**config.mk**
```make
export PLATFORM = sky130hd
export DESIGN_NAME = ana_bank_bridge
export DESIGN_NICKNAME = d
export VERILOG_FILES = /design/src/rtl/anab_pkg.sv /design/src/rtl/anab_port_ctl.sv /design/src/rtl/anab_reg_bank.sv /design/src/rtl/anab_rd_mux.sv /design/src/rtl/ana_bank_bridge.sv
export SDC_FILE = /design/constraint.sdc
export NUM_CORES = 1
export LEC_CHECK = 0
export BUFFER_PORTS_ARGS = -buffer_cell sky130_fd_sc_hd__clkbuf_2
export CAP_MARGIN = 0
export CORE_MARGIN = 1
export CORE_UTILIZATION = 45
export DETAILED_ROUTE_END_ITERATION = 16
export HOLD_SLACK_MARGIN = 0.12
export MAX_ROUTING_LAYER = met4
export PLACE_DENSITY = 0.71
export RECOVER_POWER = 25
export SLEW_MARGIN = 20
export SYNTH_ARGS = -nofsm -noshare
export SYNTH_HDL_FRONTEND = slang
export SYNTH_SLANG_ARGS = --single-unit
```
**constraint.sdc**
```tcl
create_clock -name clk -period 2.2 [get_ports clk]
set_input_delay 0.33 -clock clk [delete_from_list [all_inputs] [get_ports clk]]
set_output_delay 0.33 -clock clk [all_outputs]
set_load 0.005 [all_outputs]
```
**src/rtl/anab_pkg.sv**
```systemverilog
package anab_pkg;
    localparam int HOST_W   = 32;
    localparam int ADDR_W   = 5;
    localparam int DATA_W   = 8;
    localparam int NREG     = 1 << ADDR_W;
    localparam int FLAT_W   = NREG * DATA_W;
    localparam int REL_BIT  = 28;
    localparam int STB_BIT  = 24;
    localparam int ADDR_LSB = 16;
    localparam int WDAT_LSB = 8;

    typedef struct packed {
        logic              rel;
        logic              stb;
        logic [ADDR_W-1:0] addr;
        logic [DATA_W-1:0] wdat;
    } port_t;

    typedef struct packed {
        logic              en;
        logic              clr;
        logic [ADDR_W-1:0] addr;
        logic [DATA_W-1:0] data;
    } bank_cmd_t;

    function automatic port_t port_decode(input logic [HOST_W-1:0] w);
        port_t p;
        p.rel  = w[REL_BIT];
        p.stb  = w[STB_BIT];
        p.addr = w[ADDR_LSB +: ADDR_W];
        p.wdat = w[WDAT_LSB +: DATA_W];
        return p;
    endfunction

    function automatic logic [HOST_W-1:0] port_encode(input port_t p,
                                                      input logic [DATA_W-1:0] rd);
        logic [HOST_W-1:0] r;
        r = '0;
        r[REL_BIT]              = p.rel;
        r[STB_BIT]              = p.stb;
        r[ADDR_LSB +: ADDR_W]   = p.addr;
        r[WDAT_LSB +: DATA_W]   = p.wdat;
        r[DATA_W-1:0]           = rd;
        return r;
    endfunction
endpackage

```
**src/rtl/anab_port_ctl.sv**
```systemverilog
module anab_port_ctl
    import anab_pkg::*;
(
    input  logic              clk,
    input  logic              rst,
    input  logic              host_we,
    input  logic [HOST_W-1:0] host_wdata,
    output port_t             port_q,
    output bank_cmd_t         cmd
);
    port_t nxt;

    always_comb begin
        nxt      = host_we ? port_decode(host_wdata) : port_q;
        cmd.en   = nxt.rel && nxt.stb && !port_q.stb;
        cmd.clr  = !nxt.rel;
        cmd.addr = nxt.addr;
        cmd.data = nxt.wdat;
    end

    always_ff @(posedge clk) begin
        if (rst) port_q <= '0;
        else     port_q <= nxt;
    end
endmodule

```
**src/rtl/anab_reg_bank.sv**
```systemverilog
module anab_reg_bank
    import anab_pkg::*;
#(
    parameter int N = NREG,
    parameter int W = DATA_W
) (
    input  logic           clk,
    input  logic           rst,
    input  bank_cmd_t      cmd,
    output logic [N*W-1:0] bank_flat
);
    for (genvar i = 0; i < N; i++) begin : g_reg
        logic [W-1:0] q;
        always_ff @(posedge clk) begin
            if (rst || cmd.clr)
                q <= '0;
            else if (cmd.en && (cmd.addr == ADDR_W'(i)))
                q <= cmd.data;
        end
        assign bank_flat[i*W +: W] = q;
    end
endmodule

```
**src/rtl/anab_rd_mux.sv**
```systemverilog
module anab_rd_mux
    import anab_pkg::*;
#(
    parameter int N = NREG,
    parameter int W = DATA_W
) (
    input  logic [N*W-1:0]    bank_flat,
    input  logic [ADDR_W-1:0] addr,
    output logic [W-1:0]      rd
);
    assign rd = bank_flat[addr*W +: W];
endmodule

```
**src/rtl/ana_bank_bridge.sv**
```systemverilog
module ana_bank_bridge
    import anab_pkg::*;
(
    input  logic              clk,
    input  logic              rst,
    input  logic              host_we,
    input  logic [HOST_W-1:0] host_wdata,
    output logic [HOST_W-1:0] host_rdata,
    output logic [FLAT_W-1:0] bank_flat
);
    port_t             port_q;
    bank_cmd_t         cmd;
    logic [DATA_W-1:0] rd_byte;

    anab_port_ctl u_ctl (
        .clk        (clk),
        .rst        (rst),
        .host_we    (host_we),
        .host_wdata (host_wdata),
        .port_q     (port_q),
        .cmd        (cmd)
    );

    anab_reg_bank u_bank (
        .clk       (clk),
        .rst       (rst),
        .cmd       (cmd),
        .bank_flat (bank_flat)
    );

    anab_rd_mux u_mux (
        .bank_flat (bank_flat),
        .addr      (port_q.addr),
        .rd        (rd_byte)
    );

    assign host_rdata = port_encode(port_q, rd_byte);
endmodule

```
After elaboration in Yosys (flattened, before gate mapping)
Index checks and enable logic that the tools add are counted.
{"block": "totals", "wordCells": 107, "ff_bits": 271, "inputBits": 35, "output_inout_bits": 288}
{"block": "op_classes", "n_reduce_logical": 38, "muxes": 1, "shift": 1, "eq_ne": 31}
{"cell": "256-bit by 9-bit indexed part select with 8-bit output", "count": 1}
{"cell": "5-bit equality test (second input constant)", "count": 16}
{"cell": "5-bit by 4-bit equality test with 1-bit output (second input constant)", "count": 8}
{"cell": "1-bit logical AND", "count": 34}
{"cell": "5-bit by 3-bit equality test with 1-bit output (second input constant)", "count": 4}
{"cell": "15-bit two-way mux", "count": 1}
{"cell": "5-bit by 2-bit equality test with 1-bit output (second input constant)", "count": 2}
{"cell": "5-bit by 1-bit equality test with 1-bit output (second input constant)", "count": 1}
{"cell": "5-bit logical NOT", "count": 1}
{"cell": "1-bit logical NOT", "count": 2}
{"cell": "1-bit logical OR", "count": 1}

Longest topological paths before layout
{"block": "logic_depth", "word_depth": 4, "mapped_depth": 8, "mapped_depth_nobuf": 4}

Cells and area by module
From an unflattened synthesis, not the netlist that was laid out.
{"block": "unflattened", "hier_cells": 1064, "area_unflattened_um2": 12072.8}
{"mod": "anab_reg_bank", "n_inst": 1, "cells_each": 885, "area_per_inst_um2": 9291.4, "seq_area_each_um2": 5124.9}
{"mod": "anab_rd_mux", "n_inst": 1, "cells_each": 107, "area_per_inst_um2": 1994.4, "seq_area_each_um2": 0.0}
{"mod": "anab_port_ctl", "n_inst": 1, "cells_each": 62, "area_per_inst_um2": 715.7, "seq_area_each_um2": 300.3}
{"mod": "ana_bank_bridge", "n_inst": 1, "cells_each": 10, "area_per_inst_um2": 71.3, "seq_area_each_um2": 0.0}

Worst setup path after synthesis
No wires, ideal clock.
{"block": "synth_path", "kind": "reg2out", "startpoint": "register u_ctl.port_q[10] (netlist name)", "endpoint": "output host_rdata[0]", "t_required_ns": 1.870, "path_buffers": 3, "stages_incl_launch_ff": 7, "setup_slack_ns": -0.092, "t_arrival_ns": 1.962, "path_cell_list": "dfxtp_1 buf_2 buf_4 buf_2 mux4_2 mux4_2 mux2_2"}
{"block": "synth_via", "elab_chain_len": 1}
{"element": "256-bit by 9-bit indexed part select with 8-bit output", "line_no": "anab_rd_mux.sv:11", "source": "assign rd = bank_flat[addr*W +: W];"}
{"element": "to (decl)", "line_no": "ana_bank_bridge.sv:8", "source": "output logic [HOST_W-1:0] host_rdata,"}
No other way between the ends.

Worst setup path after layout
{"block": "layout_path", "startpoint": "register u_ctl.port_q[9] (netlist name)", "endpoint": "output host_rdata[4]"}
{"block": "layout_via", "elab_chain_len": 1}
{"element": "256-bit by 9-bit indexed part select with 8-bit output", "line_no": "anab_rd_mux.sv:11"}
No other way between the ends.

==> results.json <==
{
  "status": "complete, but fails checks",
  "failed_checks": "setup timing",
  "fp.dieW_um": 169,
  "worst_path_clk_slew_ps": 70,
  "gp_routability_congestion": 0.984,
  "clockBufferDepth": 3,
  "timing.max_cap.violations": 0,
  "drive_gt1_share_pct": 30.9,
  "hpwlAfterDp_um": 34400,
  "drc": 0,
  "vias_in_the_first_global_route": 12300,
  "max-slew-margin-rel_pct": 3.78,
  "design.die.area_um2": 28700,
  "count_of_mapped_cells_out_of_synthesis": 1404,
  "vias": 13500,
  "hold_slack_ps": 157,
  "critical_path.slowest_cell": "sky130_fd_sc_hd__mux4_2",
  "floorplan.core_area_um2": 27300,
  "hp-class": "primary input to flip-flop",
  "startpoint": "u_ctl.port_q[9]",
  "rrSetupSlack_ps": 80,
  "grtUsageMet2_pct": 52.2,
  "first_iter_violations": 2332,
  "avgViaCountPerCell": 6.51,
  "timing_hold_violations_final": 0,
  "power.ir.vdd_worst_uv": 721,
  "library_cell_with_the_largest_summed_area_after_synthesis": "sky130_fd_sc_hd__dfxtp_1",
  "whs_path_depth": 3,
  "timing_max_transition_violations_final": 0,
  "period_needed_ps": 3070,
  "p_comb_share_pct": 9.6,
  "power.clock.fraction_pct": 46.1,
  "crit_chain": "buf_12 -> mux4_2 -> mux4_2 -> mux2_2 -> clkbuf_2",
  "cp_top_family": "multiplexers",
  "dr.pass1.iters": 6,
  "internal_power_uw": 8310,
  "totalNegativeSetupSlack_ps": -14720,
  "worstRegToRegCells": 7,
  "share_seq_of_total_power_pct": 44.3,
  "tightest_slew_ps": 1440,
  "areaGrowthSynthToFinish_pct": 29.1,
  "worst_path_largest_cell_delay_ps": 560,
  "synth_warnings": 0,
  "synth_top_area_share_pct": 43.0,
  "die_h_um": 169,
  "crit_path_end_kind": "output port",
  "final_antenna_net_count": 0,
  "cts-htree-levels": 1,
  "antenna_found_initial": 0,
  "worst-endpoint-required_ps": 1870,
  "grt_remaining_overflow": 0,
  "grt_max_degree": 65,
  "cp.buffers_inverters": 2,
  "timing.critical_path.mode_cell": "sky130_fd_sc_hd__mux4_2",
  "crit_path_max_fanout": 9,
  "cts_buffers": 28,
  "fmax_mhz": 326,
  "ios": 323,
  "power.density_nw_per_um2": 686,
  "critical_path.reg2reg.endpoint": "u_bank.g_reg[8].q[5]",
  "post_synthesis_area_per_instance_um2": 8.99,
  "preCtsSetupSlack_ps": -302,
  "post_route_skew_ps": 17.5,
  "setup_violations": 117,
  "leakage_uw": 0.00577,
  "netSwitchingFraction_pct": 25.6,
  "row_count": 60,
  "synth.lib_cells_used.distinct": 35,
  "grt_util_met1_pct": 48.9,
  "p_sw_uw": 2870,
  "totalWireLength_um": 52000,
  "top_cells_by_area_in_the_synthesized_netlist": "sky130_fd_sc_hd__dfxtp_1 (43%), sky130_fd_sc_hd__nor3_1 (15%), sky130_fd_sc_hd__mux4_2 (14%), sky130_fd_sc_hd__a21oi_1 (10%), sky130_fd_sc_hd__clkbuf_1 (4.3%)",
  "clock-sinks": 271,
  "setup.worst_path.start_class": "flip-flop",
  "timing.hold.worst_endpoint": "u_ctl.port_q[12]",
  "synthesis.area_um2": 12600,
  "rsz0062_at_grt": "true",
  "yosysSeqAreaShare_pct": 43.0,
  "nNetsFinal": 1716,
  "r2r-start": "u_ctl.port_q[9]",
  "tritoncts": "built",
  "floorplan.initialDensity_pct": 46.3,
  "routedWlPerCell_um": 25.1,
  "timing.setup.critical_path_class": "flip-flop to output port",
  "grt_util_all_layers_pct": 36.5,
  "first_pass_grt_wire_length_um": 78100,
  "final_antenna_diode_count": 0,
  "clock_insertion_delay_worst_skew_ps": 560,
  "worstHoldStart": "host_wdata[20]",
  "use_met3_pct": 7.98,
  "cts_root_buf": "sky130_fd_sc_hd__clkbuf_16",
  "worst_slack_ps": -870,
  "finalCritPeriodShare_pct": 140,
  "portBuffers": 296,
  "critical_path_arrival_ps": 2740,
  "ys_seq_elements": 271,
  "gr-max-usage-layer": "met2"
}
cells in the final DEF, fill, tap and decap left out, types with 14 or more instances in the layout:
cell,netlist,final
sky130_fd_sc_hd__mux4_2,80,80
sky130_fd_sc_hd__buf_12,0,34
sky130_fd_sc_hd__a21oi_1,260,260
sky130_fd_sc_hd__o21ai_0,64,64
sky130_fd_sc_hd__nor2b_1,14,14
sky130_fd_sc_hd__nand3_1,64,64
sky130_fd_sc_hd__clkbuf_16,0,28
sky130_fd_sc_hd__dfxtp_1,271,269
sky130_fd_sc_hd__clkbuf_1,144,58
sky130_fd_sc_hd__clkbuf_2,0,242
sky130_fd_sc_hd__nor3_1,385,385
sky130_fd_sc_hd__buf_4,12,94
per-layer routing:
layer,wire [um],vias to the layer above
li1,-,5767
met1,19500,6372
met2,22500,1183
met3,7160,182
met4,2800,0
met5,0,-
logic make-up (layout without fill, tap and decap cells):
| logic type | count (synthesis) | count (layout) | synth area share [%] |
|---|---|---|---|
| and+or+nand+nor | 497 | 497 | 20.2 |
| AOI/OAI and AO/OA | 339 | 339 | 14.0 |
| DFF | 271 | 271 | 43.0 |
| buffers and inverters | 196 | 487 | 6.73 |
| muxes | 100 | 100 | 16.0 |
| other | 1 | 9 | 0.0297 |
worst reg2reg max path, cell delays in order (launching register included):
cell and delay, ps:
sky130_fd_sc_hd__dfxtp_4 450, sky130_fd_sc_hd__buf_12 150, sky130_fd_sc_hd__buf_16 130, sky130_fd_sc_hd__buf_4 150, sky130_fd_sc_hd__nor3_1 60, sky130_fd_sc_hd__a21oi_1 760, sky130_fd_sc_hd__nor3_1 140, sky130_fd_sc_hd__nor3_1 190
final cells by class:
type | count | area, um^2
tap | 372 | 465
clock buffer | 38 | 808
clock inverter | 14 | 188
fill | 2353 | 11000
sequential | 271 | 5430
timing repair buffer | 433 | 2930
inverter | 2 | 7.51
multi-input combinational | 945 | 6450
worst max path at each step:
stage                          endpoint  cells past startpoint
after detailed placement  host_rdata[0]                      6
after CTS                 host_rdata[1]                      5
final                     host_rdata[4]                      5
after floorplan           host_rdata[0]                      5
after global routing      host_rdata[1]                      5
after global placement    host_rdata[0]                      5
power groups by stage:
stage | logic [uW] | clock network [uW] | registers [uW]
final | 1070 | 5160 | 4950
after global routing | 1100 | 5360 | 4950
after CTS | 1040 | 5140 | 4950
after detailed placement | 1010 | 0 | 5060
after global placement | 1000 | 0 | 5060
after floorplan | 630 | 0 | 5050
state kept, by name (all words and copies together) (netlist names):
signal	count
u_bank.g.q	256
u_ctl.port_q	15
what timing repair did:
action                     in CTS  in global routing
hold buffers                    2                  0
setup endpoints to repair       8                  8
gates cloned                    2                  0
hold endpoints to repair        2                  0
setup buffers                   3                  0
resized for setup               9                  2
synthesized netlist by cell type (all sizes together):
cell and number:
a21oi 260, inv 2, a22oi 3, and3b 1
nand4 9, dfxtp 271, or2 1, nor3 385
a32oi 1, mux2i 4, o32a 1, clkbuf 144
a21o 1, a32o 1, nand2b 4, mux2 16
o21ai 64, o22ai 1, conb 1, buf 50
nor2 6, a2bb2oi 1, o2bb2ai 2, and4 9
mux4 80, nor2b 14, nand2 3, and2 1
o32ai 1, nand3 64, a22o 2, o22a 1
through the flow:
step	power [uW]	instance area, um^2	std cells	utilization (%)
after floorplan	5680	12700	1412	-
after global placement	6060	15200	2016	55.8
after detailed placement	6070	15200	2016	55.8
after CTS	11100	16400	2075	60.0
after global routing	11400	16300	2075	59.8
final	11200	16300	2075	59.8
Power figures use the tool's default switching activity.
